[src/rtl/fc_pkg.sv]
package fc_pkg;
  typedef enum logic [1:0] {
    ST_LOCKED = 2'd0,
    ST_KEY1   = 2'd1,
    ST_KEY2   = 2'd2,
    ST_OPEN   = 2'd3
  } lock_st_t;

  typedef enum logic [1:0] {
    RA_CTRL = 2'd0,
    RA_PAGE = 2'd1,
    RA_FHI  = 2'd2,
    RA_FLO  = 2'd3
  } reg_addr_t;

  localparam logic [7:0] KEY_FIRST      = 8'h73;
  localparam logic [7:0] KEY_SECOND     = 8'h8C;
  localparam logic [7:0] CMD_PAGE_ERASE = 8'h95;
  localparam logic [7:0] CMD_MASS_ERASE = 8'h63;
  localparam logic [7:0] CMD_PROT_SEL   = 8'h5E;
endpackage

[src/rtl/fc_cfg_regs.sv]
module fc_cfg_regs
  import fc_pkg::*;
#(
  parameter int PAGE_W   = 7,
  parameter int NUM_SECT = 8,
  parameter int FREQ_W   = 16
) (
  input  logic                clk,
  input  logic                rst_n,
  input  logic                wr_ok,
  input  logic [1:0]          addr,
  input  logic [7:0]          wdata,
  output logic [PAGE_W-1:0]   page_q,
  output logic [NUM_SECT-1:0] prot_q,
  output logic [FREQ_W-1:0]   freq_q,
  output logic                psel_q
);
  localparam int LO_W = 8;
  localparam int HI_W = FREQ_W - LO_W;

  logic [PAGE_W-1:0]   page_d;
  logic [NUM_SECT-1:0] prot_d;
  logic [FREQ_W-1:0]   freq_d;
  logic                psel_d;
  logic                cfg_en;

  always_comb begin
    page_d = page_q;
    prot_d = prot_q;
    freq_d = freq_q;
    psel_d = psel_q;
    if (wr_ok) begin
      unique case (reg_addr_t'(addr))
        RA_CTRL: psel_d = (wdata == CMD_PROT_SEL);
        RA_PAGE: begin
          if (psel_q) prot_d = prot_q | wdata[NUM_SECT-1:0];
          else        page_d = wdata[PAGE_W-1:0];
        end
        RA_FHI:  freq_d[FREQ_W-1:LO_W] = wdata[HI_W-1:0];
        RA_FLO:  freq_d[LO_W-1:0] = wdata;
        default: ;
      endcase
    end
  end

  assign cfg_en = wr_ok;

  always_ff @(posedge clk or negedge rst_n) begin
    if (!rst_n) begin
      page_q <= '0;
      prot_q <= '0;
      freq_q <= '0;
      psel_q <= 1'b0;
    end else if (cfg_en) begin
      page_q <= page_d;
      prot_q <= prot_d;
      freq_q <= freq_d;
      psel_q <= psel_d;
    end
  end
endmodule

[src/rtl/fc_lock_fsm.sv]
module fc_lock_fsm
  import fc_pkg::*;
#(
  parameter int PAGE_W = 7
) (
  input  logic              clk,
  input  logic              rst_n,
  input  logic              wr_ok,
  input  logic [1:0]        addr,
  input  logic [7:0]        wdata,
  input  logic [PAGE_W-1:0] page_q,
  input  logic              psel_q,
  input  logic              unlock_ok,
  input  logic              prot_any,
  input  logic              op_done,
  input  logic              op_erase,
  output lock_st_t          st_q,
  output logic              start_pe,
  output logic              start_me
);
  lock_st_t st_d;
  logic     is_ctrl;
  logic     is_page;
  logic     page_match;

  assign is_ctrl    = (reg_addr_t'(addr) == RA_CTRL);
  assign is_page    = (reg_addr_t'(addr) == RA_PAGE);
  assign page_match = (wdata == 8'(page_q));

  always_comb begin
    st_d     = st_q;
    start_pe = 1'b0;
    start_me = 1'b0;
    unique case (st_q)
      ST_LOCKED: begin
        if (wr_ok && is_ctrl && (wdata == KEY_FIRST)) st_d = ST_KEY1;
      end
      ST_KEY1: begin
        if (wr_ok) st_d = (is_ctrl && (wdata == KEY_SECOND)) ? ST_KEY2 : ST_LOCKED;
      end
      ST_KEY2: begin
        if (wr_ok)
          st_d = (is_page && !psel_q && page_match && unlock_ok) ? ST_OPEN : ST_LOCKED;
      end
      ST_OPEN: begin
        if (op_done && op_erase) begin
          st_d = ST_LOCKED;
        end else if (wr_ok) begin
          if (is_ctrl && (wdata == CMD_PAGE_ERASE))                  start_pe = 1'b1;
          else if (is_ctrl && (wdata == CMD_MASS_ERASE) && !prot_any) start_me = 1'b1;
          else                                                         st_d = ST_LOCKED;
        end
      end
      default: st_d = ST_LOCKED;
    endcase
  end

  always_ff @(posedge clk or negedge rst_n) begin
    if (!rst_n) st_q <= ST_LOCKED;
    else        st_q <= st_d;
  end
endmodule

[src/rtl/fc_op_ctrl.sv]
module fc_op_ctrl #(
  parameter int ADDR_W = 16,
  parameter int PAGE_W = 7
) (
  input  logic              clk,
  input  logic              rst_n,
  input  logic              start_pe,
  input  logic              start_me,
  input  logic              start_pg,
  input  logic [PAGE_W-1:0] page_q,
  input  logic [ADDR_W-1:0] pm_addr,
  input  logic [7:0]        pm_wdata,
  input  logic              fl_busy,
  output logic              fl_page_erase,
  output logic              fl_mass_erase,
  output logic              fl_prog,
  output logic [ADDR_W-1:0] fl_addr,
  output logic [7:0]        fl_wdata,
  output logic              busy,
  output logic              op_done,
  output logic              op_erase
);
  localparam int OFS_W = ADDR_W - PAGE_W;

  logic              act_q, act_d;
  logic              seen_q, seen_d;
  logic              erase_q, erase_d;
  logic [ADDR_W-1:0] addr_d;
  logic [7:0]        data_d;
  logic              start_any;
  logic              cmd_en;

  assign start_any = start_pe | start_me | start_pg;
  assign op_done   = act_q && seen_q && !fl_busy;
  assign busy      = act_q;
  assign op_erase  = erase_q;
  assign cmd_en    = start_any;

  always_comb begin
    act_d   = act_q;
    seen_d  = seen_q;
    erase_d = erase_q;
    addr_d  = fl_addr;
    data_d  = fl_wdata;
    if (start_pe) addr_d = {page_q, {OFS_W{1'b0}}};
    if (start_me) addr_d = '0;
    if (start_pg) begin
      addr_d = pm_addr;
      data_d = pm_wdata;
    end
    if (start_any) begin
      act_d   = 1'b1;
      seen_d  = 1'b0;
      erase_d = !start_pg;
    end else if (op_done) begin
      act_d  = 1'b0;
      seen_d = 1'b0;
    end else if (act_q && fl_busy) begin
      seen_d = 1'b1;
    end
  end

  always_ff @(posedge clk or negedge rst_n) begin
    if (!rst_n) begin
      act_q         <= 1'b0;
      seen_q        <= 1'b0;
      erase_q       <= 1'b0;
      fl_page_erase <= 1'b0;
      fl_mass_erase <= 1'b0;
      fl_prog       <= 1'b0;
    end else begin
      act_q         <= act_d;
      seen_q        <= seen_d;
      erase_q       <= erase_d;
      fl_page_erase <= start_pe;
      fl_mass_erase <= start_me;
      fl_prog       <= start_pg;
    end
  end

  always_ff @(posedge clk or negedge rst_n) begin
    if (!rst_n) begin
      fl_addr  <= '0;
      fl_wdata <= '0;
    end else if (cmd_en) begin
      fl_addr  <= addr_d;
      fl_wdata <= data_d;
    end
  end
endmodule

[src/rtl/flash_unlock_seq.sv]
module flash_unlock_seq
  import fc_pkg::*;
#(
  parameter int ADDR_W       = 16,
  parameter int PAGE_W       = 7,
  parameter int ARRAY_PAGES  = 16,
  parameter int SECTOR_PAGES = 2,
  parameter int FREQ_W       = 16
) (
  input  logic              clk,
  input  logic              rst_n,
  input  logic              reg_wr,
  input  logic [1:0]        reg_addr,
  input  logic [7:0]        reg_wdata,
  output logic [7:0]        reg_rdata,
  input  logic              pm_wr,
  input  logic [ADDR_W-1:0] pm_addr,
  input  logic [7:0]        pm_wdata,
  output logic              fl_page_erase,
  output logic              fl_mass_erase,
  output logic              fl_prog,
  output logic [ADDR_W-1:0] fl_addr,
  output logic [7:0]        fl_wdata,
  input  logic              fl_busy
);
  localparam int OFS_W    = ADDR_W - PAGE_W;
  localparam int NUM_SECT = ARRAY_PAGES / SECTOR_PAGES;
  localparam int SECT_SH  = $clog2(SECTOR_PAGES);

  logic [1:0]          rst_pipe;
  logic                rst_q;
  logic [PAGE_W-1:0]   page_q;
  logic [NUM_SECT-1:0] prot_q;
  logic [FREQ_W-1:0]   freq_q;
  logic                psel_q;
  lock_st_t            st_q;
  logic                busy_w;
  logic                wr_ok;
  logic                start_pe, start_me, start_pg;
  logic                op_done, op_erase;
  logic                page_legal, prot_hit, unlock_ok, prot_any;
  logic [NUM_SECT-1:0] hit_vec;

  // asynchronous assertion, synchronous release
  always_ff @(posedge clk or negedge rst_n) begin
    if (!rst_n) rst_pipe <= 2'b00;
    else        rst_pipe <= {rst_pipe[0], 1'b1};
  end
  assign rst_q = rst_pipe[1];

  assign wr_ok = reg_wr && !busy_w;

  fc_cfg_regs #(.PAGE_W(PAGE_W), .NUM_SECT(NUM_SECT), .FREQ_W(FREQ_W)) u_regs (
    .clk(clk), .rst_n(rst_q), .wr_ok(wr_ok), .addr(reg_addr), .wdata(reg_wdata),
    .page_q(page_q), .prot_q(prot_q), .freq_q(freq_q), .psel_q(psel_q)
  );

  // one comparator per sector against the held page
  for (genvar s = 0; s < NUM_SECT; s++) begin : g_sect
    assign hit_vec[s] = prot_q[s] && ((page_q >> SECT_SH) == PAGE_W'(s));
  end

  assign page_legal = ({1'b0, page_q} < (PAGE_W + 1)'(ARRAY_PAGES));
  assign prot_hit   = |hit_vec;
  assign prot_any   = |prot_q;
  assign unlock_ok  = page_legal && !prot_hit && (|freq_q);

  fc_lock_fsm #(.PAGE_W(PAGE_W)) u_fsm (
    .clk(clk), .rst_n(rst_q), .wr_ok(wr_ok), .addr(reg_addr), .wdata(reg_wdata),
    .page_q(page_q), .psel_q(psel_q), .unlock_ok(unlock_ok), .prot_any(prot_any),
    .op_done(op_done), .op_erase(op_erase), .st_q(st_q),
    .start_pe(start_pe), .start_me(start_me)
  );

  assign start_pg = (st_q == ST_OPEN) && !busy_w && pm_wr && !reg_wr &&
                    (pm_addr[ADDR_W-1:OFS_W] == page_q);

  fc_op_ctrl #(.ADDR_W(ADDR_W), .PAGE_W(PAGE_W)) u_op (
    .clk(clk), .rst_n(rst_q), .start_pe(start_pe), .start_me(start_me),
    .start_pg(start_pg), .page_q(page_q), .pm_addr(pm_addr), .pm_wdata(pm_wdata),
    .fl_busy(fl_busy), .fl_page_erase(fl_page_erase), .fl_mass_erase(fl_mass_erase),
    .fl_prog(fl_prog), .fl_addr(fl_addr), .fl_wdata(fl_wdata),
    .busy(busy_w), .op_done(op_done), .op_erase(op_erase)
  );

  always_comb begin
    unique case (reg_addr_t'(reg_addr))
      RA_CTRL: reg_rdata = {busy_w, 5'b0, st_q};
      RA_PAGE: reg_rdata = psel_q ? 8'(prot_q) : 8'(page_q);
      RA_FHI:  reg_rdata = freq_q[FREQ_W-1:8];
      RA_FLO:  reg_rdata = freq_q[7:0];
      default: reg_rdata = 8'h00;
    endcase
  end
endmodule

[config.mk]
export PLATFORM = sky130hd
export DESIGN_NAME = flash_unlock_seq
export DESIGN_NICKNAME = d
export VERILOG_FILES = /design/src/rtl/fc_pkg.sv /design/src/rtl/fc_cfg_regs.sv /design/src/rtl/fc_lock_fsm.sv /design/src/rtl/fc_op_ctrl.sv /design/src/rtl/flash_unlock_seq.sv
export SDC_FILE = /design/constraint.sdc
export NUM_CORES = 1
export LEC_CHECK = 0
export ABC_AREA = 1
export BUFFER_PORTS_ARGS = -buffer_cell sky130_fd_sc_hd__buf_2
export CORE_MARGIN = 3
export CORE_UTILIZATION = 45
export DETAILED_ROUTE_END_ITERATION = 8
export PLACE_DENSITY = 0.7
export SLEW_MARGIN = 20
export SYNTH_ARGS = -nofsm -noshare
export SYNTH_HDL_FRONTEND = slang
export SYNTH_SLANG_ARGS = --single-unit
[constraint.sdc]
create_clock -name clk -period 1.9 [get_ports clk]
set_input_delay 0.38 -clock clk [delete_from_list [all_inputs] [get_ports clk]]
set_output_delay 0.38 -clock clk [all_outputs]
set_load 0.02 [all_outputs]
# ---- Word level (Yosys, flattened, before mapping)
# Cells that the tools add are included.
# Widths: inputs -> output; s select.
dict set report op_classes {
  order_cmp 1
  eq_ne 26
  n_mux 29
  bitwise_logic 4
  n_reduce_logical 52
}
# operator n
set ops {}
lappend ops {{$mux 16} 3}
lappend ops {{$pmux 8 s4} 1}
lappend ops {{$logic_and 1x1->1} 28}
lappend ops {{$eq 6x3->1 const B} 4}
lappend ops {{$eq 8x7->1 const B} 3}
lappend ops {{$mux 2} 9}
lappend ops {{$eq 8x8->1 const B} 2}
lappend ops {{$reduce_or 16->1} 1}
lappend ops {{$reduce_or 8->1} 2}
lappend ops {{$mux 1} 14}
lappend ops {{$eq 6x2->1 const B} 2}
lappend ops {{$reduce_and 2->1} 5}
lappend ops {{$eq 2x2->1 const B} 4}
lappend ops {{$eq 8x7->1} 1}
lappend ops {{$mux 8} 1}
lappend ops {{$or 8x8->8} 1}
lappend ops {{$pmux 2 s4} 1}
lappend ops {{$eq 7x7->1} 1}
lappend ops {{$logic_not 1->1} 7}
lappend ops {{$logic_not 7->1} 1}
lappend ops {{$lt 7x5->1 const B} 1}
lappend ops {{$eq 6x1->1 const B} 1}
lappend ops {{$ne 2x1->1 const B} 3}
lappend ops {{$ne 3x2->1 const B} 2}
lappend ops {{other kinds (9)} 14}
dict set report totals {
  regBits 66
  inputBits 39
  word_cells 127
}

# ---- Logic depth before layout (Yosys ltp)
# Gate-level depths: netlist of the first run.
dict set report depth {
  word_depth 11
  ltp_mapped 12
  depth_no_buf 11
}

# ---- Modules after synthesis
# From an unflattened synthesis of the first run, not the netlist that was laid out.
dict set report unflattened {
  cells_unflattened 476
  area_unflattened_um2 3573.4
}
# module n_inst cells_per_inst area_per_inst_um2 seq_area_each_um2
set modules_own_cells {}
lappend modules_own_cells {fc_cfg_regs 1 117 1300.0 800.8}
lappend modules_own_cells {fc_op_ctrl 1 144 1233.7 750.7}
lappend modules_own_cells {flash_unlock_seq 1 123 583.1 50.0}
lappend modules_own_cells {fc_lock_fsm 1 92 456.7 50.0}

# ---- Worst setup path after synthesis of the first run
# OpenSTA, ideal clock, no wires.
dict set report synth_path {
  path_kind {in2out}
  startpoint {input reg_addr[0]}
  endpoint {output reg_rdata[1]}
  t_arrival_ns 1.252
  setup_slack_ns 0.268
  path_stages 6
  path_buffers 0
  cell_sequence {inv_1 -> nor2_1 -> nand2_1 -> inv_1 -> nand2_1 -> a32oi_1}
}
dict set report synth_between {
  elab_chain_len 2
  elab_cells_between_ends 5
  cone_classes {eq/ne: 3; mux: 1; reduce/logical: 1}
}
# item line_no
set synth_rtl {}
lappend synth_rtl {{start, declared} flash_unlock_seq.sv:13} ;# input logic [1:0] reg_addr,
lappend synth_rtl {{$eq 2x2->1, or another cell as far along} flash_unlock_seq.sv:87} ;# unique case (reg_addr_t'(reg_addr))
lappend synth_rtl {{$pmux 8 s4 (*)} flash_unlock_seq.sv:87}
lappend synth_rtl {{end, declared} flash_unlock_seq.sv:15} ;# output logic [7:0] reg_rdata,
# Mark *: on every way between the ends. The rest lies on a longest branch, timed or not.

# ---- Final worst setup path of the first run
# Same ends and word-level chain as after synthesis.

==> results of run 1 <==
[placed cells by master, fill, tap and decap left out, drive strengths merged, types with 3 or more instances in the layout]
| cell | synthesis | routed |
|---|---|---|
| nand3b | 4 | 4 |
| nand2 | 174 | 174 |
| nor2 | 53 | 53 |
| buf | 8 | 100 |
| nand3 | 33 | 33 |
| clkbuf | 1 | 11 |
| dfrtp | 66 | 66 |
| a21oi | 3 | 3 |
| nor3 | 7 | 7 |
| clkinv | 2 | 5 |
| o21ai | 52 | 52 |
| nand4 | 15 | 15 |
| inv | 73 | 73 |
| a221oi | 3 | 3 |
[area by class of cell]
cell class / count / area share [%]
well taps: 105 / 2.763
flip-flops and latches: 66 / 34.82
clock inverters: 6 / 1.895
inverters: 75 / 6.053
multi-input cells: 359 / 38.68
repair buffers: 102 / 12.89
clock buffers: 10 / 2.895
[sequential cells by signal (all words and copies together) (netlist names)]
register	flops
rst_pipe	2
u_fsm.st_q	2
u_op.busy	1
u_op.fl_addr	16
u_op.fl_mass_erase	1
u_op.fl_page_erase	1
u_op.fl_prog	1
u_op.fl_wdata	8
u_op.op_erase	1
u_op.seen_q	1
u_regs.freq_q	16
u_regs.page_q	7
u_regs.prot_q	8
u_regs.psel_q	1
[worst max path at each step]
| stage | startpoint | to | slack (ns) | depth (start not counted) |
|---|---|---|---|---|
| after CTS | reg_addr[0] | reg_rdata[1] | 0.02 | 8 |
| final | reg_addr[0] | reg_rdata[1] | 0.009 | 8 |
| after global routing | reg_addr[0] | reg_rdata[1] | -0.04 | 8 |
| after floorplan | reg_addr[0] | reg_rdata[1] | 0.27 | 6 |
| after global placement | reg_addr[0] | reg_rdata[1] | 0.03 | 8 |
| after detailed placement | reg_addr[0] | reg_rdata[1] | -0.03 | 8 |
[critical path: stages]
cell      delay (ns)
clkbuf_4        0.17
inv_1           0.06
nor2_2          0.16
nand2_1         0.11
inv_2           0.14
nand2_1         0.07
a32oi_1         0.21
buf_2           0.20
[power breakdown]
part | leakage, nW | internal, mW | switching [mW] | total [mW]
clock network | 0.112 | 0.777 | 0.584 | 1.36
registers | 0.787 | 1.52 | 0.146 | 1.66
logic | 1.74 | 0.329 | 0.574 | 0.903
[layer usage]
metal / up-vias / track usage, % / part of all wire [%] / routed length (um)
li1: 1818 / - / - / -
met1: 1714 / 30.08 / 44 / 4724
met2: 138 / 35.03 / 47 / 5002
met3: 20 / 5.214 / 7.7 / 827
met4: 0 / 6.408 / 1.7 / 186
met5: - / 0 / 0 / 0
[logic make-up (layout without fill, tap and decap cells)]
| family | count (synthesis) | in the layout | synth area share [%] |
|---|---|---|---|
| other cells | 1 | 1 | 0.09788 |
| simple gates | 289 | 289 | 36.90 |
| xor+xnor | 3 | 3 | 0.8820 |
| buf+inv | 84 | 193 | 9.242 |
| flops | 66 | 66 | 43.11 |
| compound gates | 66 | 66 | 9.765 |
[repair_timing]
item,4_1_cts,5_1_grt
hold buffers,1,0
endpoints found under the setup margin,2,13
gates resized for setup,4,8
endpoints found under the hold margin,2,0
setup buffers,0,7
pin swaps,0,1
==> impl_metrics.json, run 1 <==
{
  "r2r-start": "u_regs.prot_q[2]",
  "layout-drive-gt1-share_pct": 29.13,
  "syn_to_final_growth_pct": 24.10,
  "yosysTopAreaCellShare_pct": 43.11,
  "synth_ff_type": "dfrtp_1",
  "vias": 3690,
  "port_buffers": 73,
  "hpwl_um": 8106,
  "critPathCaptureType": "output port",
  "dpl-instance-area_mm2": 0.004431,
  "fin_setup_tns_ns": 0,
  "pre_cts_slack_ns": -0.03402,
  "rr_endpoint": "u_op.fl_addr[6]",
  "p_leak_nw": 2.644,
  "antenna_found_initial": 0,
  "min_period_over_period_pct": 99.54,
  "synth-async-reset-ratio_pct": 100.0,
  "fp.dieW_um": 98.27,
  "ir_worst_vdd_mv": 0.4554,
  "core_mm2": 0.008258,
  "yosysTopAreaCell": "dfrtp_1",
  "nFillCells": 750,
  "grt-ovfl-total": 0,
  "ys_types": 45,
  "die_area_mm2": 0.009657,
  "grt_max_degree": 44,
  "ff2ff_setup_slack_ns": 0.15,
  "fin_util_pct": 57.58,
  "die_y_um": 98.27,
  "hold_path_depth": 3,
  "synth.most_common_cell": "nand2_1",
  "htreeDepth": 3,
  "relSlewSlack_pct": 65.03,
  "drc": 0,
  "syn_nets": 548,
  "ant_nets": 0,
  "clk_latency_ns": 0.35,
  "antennaDiodeCount": 0,
  "clockBufferDepth": 2,
  "grt_pass1_wl_um": 17120,
  "hold_ws_ns": 0.2235,
  "cts_root_buffer": "clkbuf_8",
  "core.rowCount": 33,
  "cts.sinks": 66,
  "synth_area_leaders": "dfrtp_1, nand2_1, inv_1",
  "status": "finished clean",
  "min_path_type": "in -> reg",
  "worstMarginPinSlew_ns": 0.5246,
  "initial_core_util_pct": 46.39,
  "synth_warnings": 0,
  "ys_ff_latch": 66,
  "cp-start-kind": "primary input",
  "multi_input_comb_area_mm2": 0.001839,
  "rsz0062_at_grt": "yes",
  "layout_setup_ws_ns": 0.008777,
  "worst_ep_required_time_ns": 1.52,
  "drt_first_iter_violations": 270,
  "instances_no_fill": 723,
  "finalSetupViolCount": 0,
  "max_freq_mhz": 528.8,
  "routed_wl_um": 10740,
  "fin_skew_ns": 0.007686,
  "syn_area_per_cell_um2": 7.527,
  "design_area_mm2": 0.004755,
  "holdPathEnd": "u_op.fl_wdata[6]",
  "numCtsBuffers": 9,
  "first_global_vias": 3489,
  "power.density_mw_per_mm2": 826.0,
  "synth_area_mm2": 0.003831,
  "ys_seq_area_share_pct": 43.11,
  "hp-start": "pm_wdata[6]",
  "power.total_mw": 3.927,
  "viasPerCell": 5.104,
  "regArea_mm2": 0.001655,
  "nNetsFinal": 652,
  "synth_edf_count": 0,
  "finalHoldViolations": 0,
  "boundaryPins": 74,
  "dp_cells": 699,
  "syn-instance-count": 509,
  "first_pass_iters": 5,
  "wl_per_cell_um": 14.85,
  "maxCapViolCount": 0,
  "synth_common_cells": "nand2_1, dfrtp_1, inv_1",
  "cp_max_fo": 7,
  "rr_worst_depth": 7,
  "cts_tree": "built",
  "grt_usage_pct": 22.02,
  "worst-setup-path-type": "in -> out",
  "arrival_ns": 1.51,
  "slew_viol_final": 0,
  "gp_congestion": 0.9263,
  "fin_crit_ns": 1.891,
  "clk_pin_slew_worst_paths_ns": 0.08
}
Note: power is estimated with default switching activity, not from simulation.
==> run 2, diff against run 1 <==
--- a/config.mk
+++ b/config.mk
@@ -6,7 +6,7 @@
 export NUM_CORES = 1
 export LEC_CHECK = 0
 export ABC_AREA = 1
-export BUFFER_PORTS_ARGS = -buffer_cell sky130_fd_sc_hd__buf_2
+export BUFFER_PORTS_ARGS = -buffer_cell sky130_fd_sc_hd__buf_4
 export CORE_MARGIN = 3
 export CORE_UTILIZATION = 45
 export DETAILED_ROUTE_END_ITERATION = 8
==> run 2 against run 1 <==
Effect of this change:
- register-to-register slack better by 0.03 ns
- setup slack gained 0.018 ns
- first-iteration DRC count is 6.3% lower
- clock power is essentially flat
- via count up 0.68%
- non-clock buffer count down 11
- largest cell class unchanged
- highest routed layer unchanged
==> impl_metrics.json, run 2 (same netlist as run 1, synthesis figures left out) <==
{
  "drc": 0,
  "hold_path_depth": 3,
  "wl_per_cell_um": 14.86,
  "core_mm2": 0.008258,
  "crit_buf_inv": 2,
  "first_global_vias": 3563,
  "fin_crit_ns": 1.873,
  "numCtsBuffers": 9,
  "rr_worst_depth": 5,
  "path_depth": 5,
  "syn_to_final_growth_pct": 26.68,
  "final_common_cell": "nand2_1",
  "viasPerCell": 5.218,
  "critPathTopFamily": "flip-flops",
  "nNetsFinal": 641,
  "htreeDepth": 3,
  "die_y_um": 98.27,
  "cp_cell_sequence": "nand2_1 -> inv_2 -> a221oi_1 -> o21ai_1 -> buf_4",
  "drt_first_iter_violations": 253,
  "clk_pin_slew_worst_paths_ns": 0.07,
  "power.share.combinational_pct": 23.4,
  "fp.dieW_um": 98.27,
  "antenna_found_initial": 0,
  "routed_wl_um": 10580,
  "power.density_mw_per_mm2": 809.4,
  "instances_no_fill": 712,
  "switchingPower_mw": 1.276,
  "finalHoldViolations": 0,
  "largestRegisters": "u_op.fl_addr: 16 flops, u_regs.freq_q: 16 flops",
  "boundaryPins": 74,
  "design_area_mm2": 0.004853,
  "min_period_over_period_pct": 98.58,
  "slowest_delay_ns": 0.40,
  "grt_usage_pct": 22.66,
  "cts_root_buffer": "clkbuf_8",
  "vias": 3715,
  "grt_max_degree": 44,
  "nFillCells": 774,
  "cts.sinks": 66,
  "clockBufferDepth": 2,
  "layout-drive-gt1-share_pct": 28.17,
  "maxCapViolCount": 0,
  "layout_common_cells": "nand2_1, buf_4, dfrtp_1",
  "port_buffers": 73,
  "p_leak_nw": 2.641,
  "die_area_mm2": 0.009657,
  "ant_nets": 0,
  "worst-setup-path-type": "reg -> out",
  "fin_skew_ns": 0.01275,
  "cp-start-kind": "flop",
  "max_freq_mhz": 533.9,
  "dpl-instance-area_mm2": 0.004581,
  "grt_pass1_wl_um": 17480,
  "pwr-share-clk_pct": 33.9,
  "cp_max_fo": 7,
  "p_seq_share_pct": 42.7,
  "initial_core_util_pct": 46.39,
  "cts_tree": "built",
  "power.total_mw": 3.928,
  "worst_ep_required_time_ns": 1.52,
  "relSlewSlack_pct": 66.54,
  "antennaDiodeCount": 0,
  "intPower_mw": 2.652,
  "slew_viol_final": 0,
  "dp_cells": 693,
  "worstMarginPinSlew_ns": 0.5018,
  "swShare_pct": 32.49,
  "core.rowCount": 33,
  "arrival_ns": 1.49,
  "first_pass_iters": 5,
  "critPathCaptureType": "output port",
  "cp_slowest_cell": "dfrtp_1",
  "hpwl_um": 8001,
  "min_path_type": "in -> reg",
  "grt-ovfl-total": 0,
  "ir_worst_vdd_mv": 0.3962,
  "gp_congestion": 0.9271,
  "fin_setup_tns_ns": 0,
  "status": "finished clean",
  "clk_latency_ns": 0.35,
  "finalSetupViolCount": 0
}
-- run 2: changes by cell type in the layout (fill, tap and decap cells not counted), sizes merged --
cell    before  now
buf        100   90
clkinv       5    4
-- run 2: worst paths after layout --
kind / from / to / slack, ns
setup / recovery: u_regs.psel_q / reg_rdata[5] / 0.03
min in group asynchronous: rst_pipe[1] / u_op.fl_addr[9] / 0.23
hold / removal: pm_wdata[6] / u_op.fl_wdata[6] / 0.22
max in group asynchronous: rst_pipe[1] / u_regs.page_q[4] / 1.04
hold reg to reg: rst_pipe[1] / u_op.fl_addr[9] / 0.23
setup reg to reg: u_regs.page_q[6] / u_op.busy / 0.18
-- run 2: worst reg2reg max path, cell delays in order (launching register included) --
cell and delay, ns:
dfrtp_1 0.54, xor2_1 0.30, nor2_2 0.10, nand3_4 0.08, nand3_4 0.27, or2_1 0.32
-- run 2: layer usage --
metal	global-route usage, %	part of all wire [%]	vias up	routed length (um)
met5	0	0	-	0
met4	8.929	2.7	0	287
met3	5.500	7.6	25	804
met2	35.76	46	154	4875
met1	30.12	44	1736	4613
li1	-	-	1800	-
-- run 2: final cells by class --
type	instances	area, um^2	share of cell area, %
Clock buffer	11	141.4	2.913
Multi-Input combinational cell	359	1852	38.15
Clock inverter	5	77.57	1.598
Timing Repair Buffer	91	710.7	14.64
Tap cell	105	131.4	2.707
Inverter	75	285.3	5.878
Sequential cell	66	1655	34.11
-- run 2: power groups by stage --
stage	clock, mW	sequential, mW	combinational (mW)
floorplan	0	1.65	0.615
global placement	0	1.70	0.868
detailed placement	0	1.70	0.884
CTS	1.35	1.68	0.891
global route	1.41	1.70	1.04
finish	1.33	1.68	0.920
-- run 2: per-stage QoR --
| stage | setup WS, ns | hold WS, ns | utilization, % |
|---|---|---|---|
| floorplan | 0.2681 | 0.08441 | - |
| global placement | 0.1362 | 0.1631 | 55.47 |
| detailed placement | 0.1014 | 0.1630 | 55.47 |
| CTS | -0.001629 | 0.2160 | 58.32 |
| global route | -0.04720 | 0.2265 | 58.77 |
| finish | 0.02707 | 0.2224 | 58.77 |
-- run 2: timing repair --
action,in CTS,in global routing
hold buffers,1,0
setup buffers,0,2
endpoints found under the setup margin,3,7
endpoints found under the hold margin,2,0
resized for setup,4,9
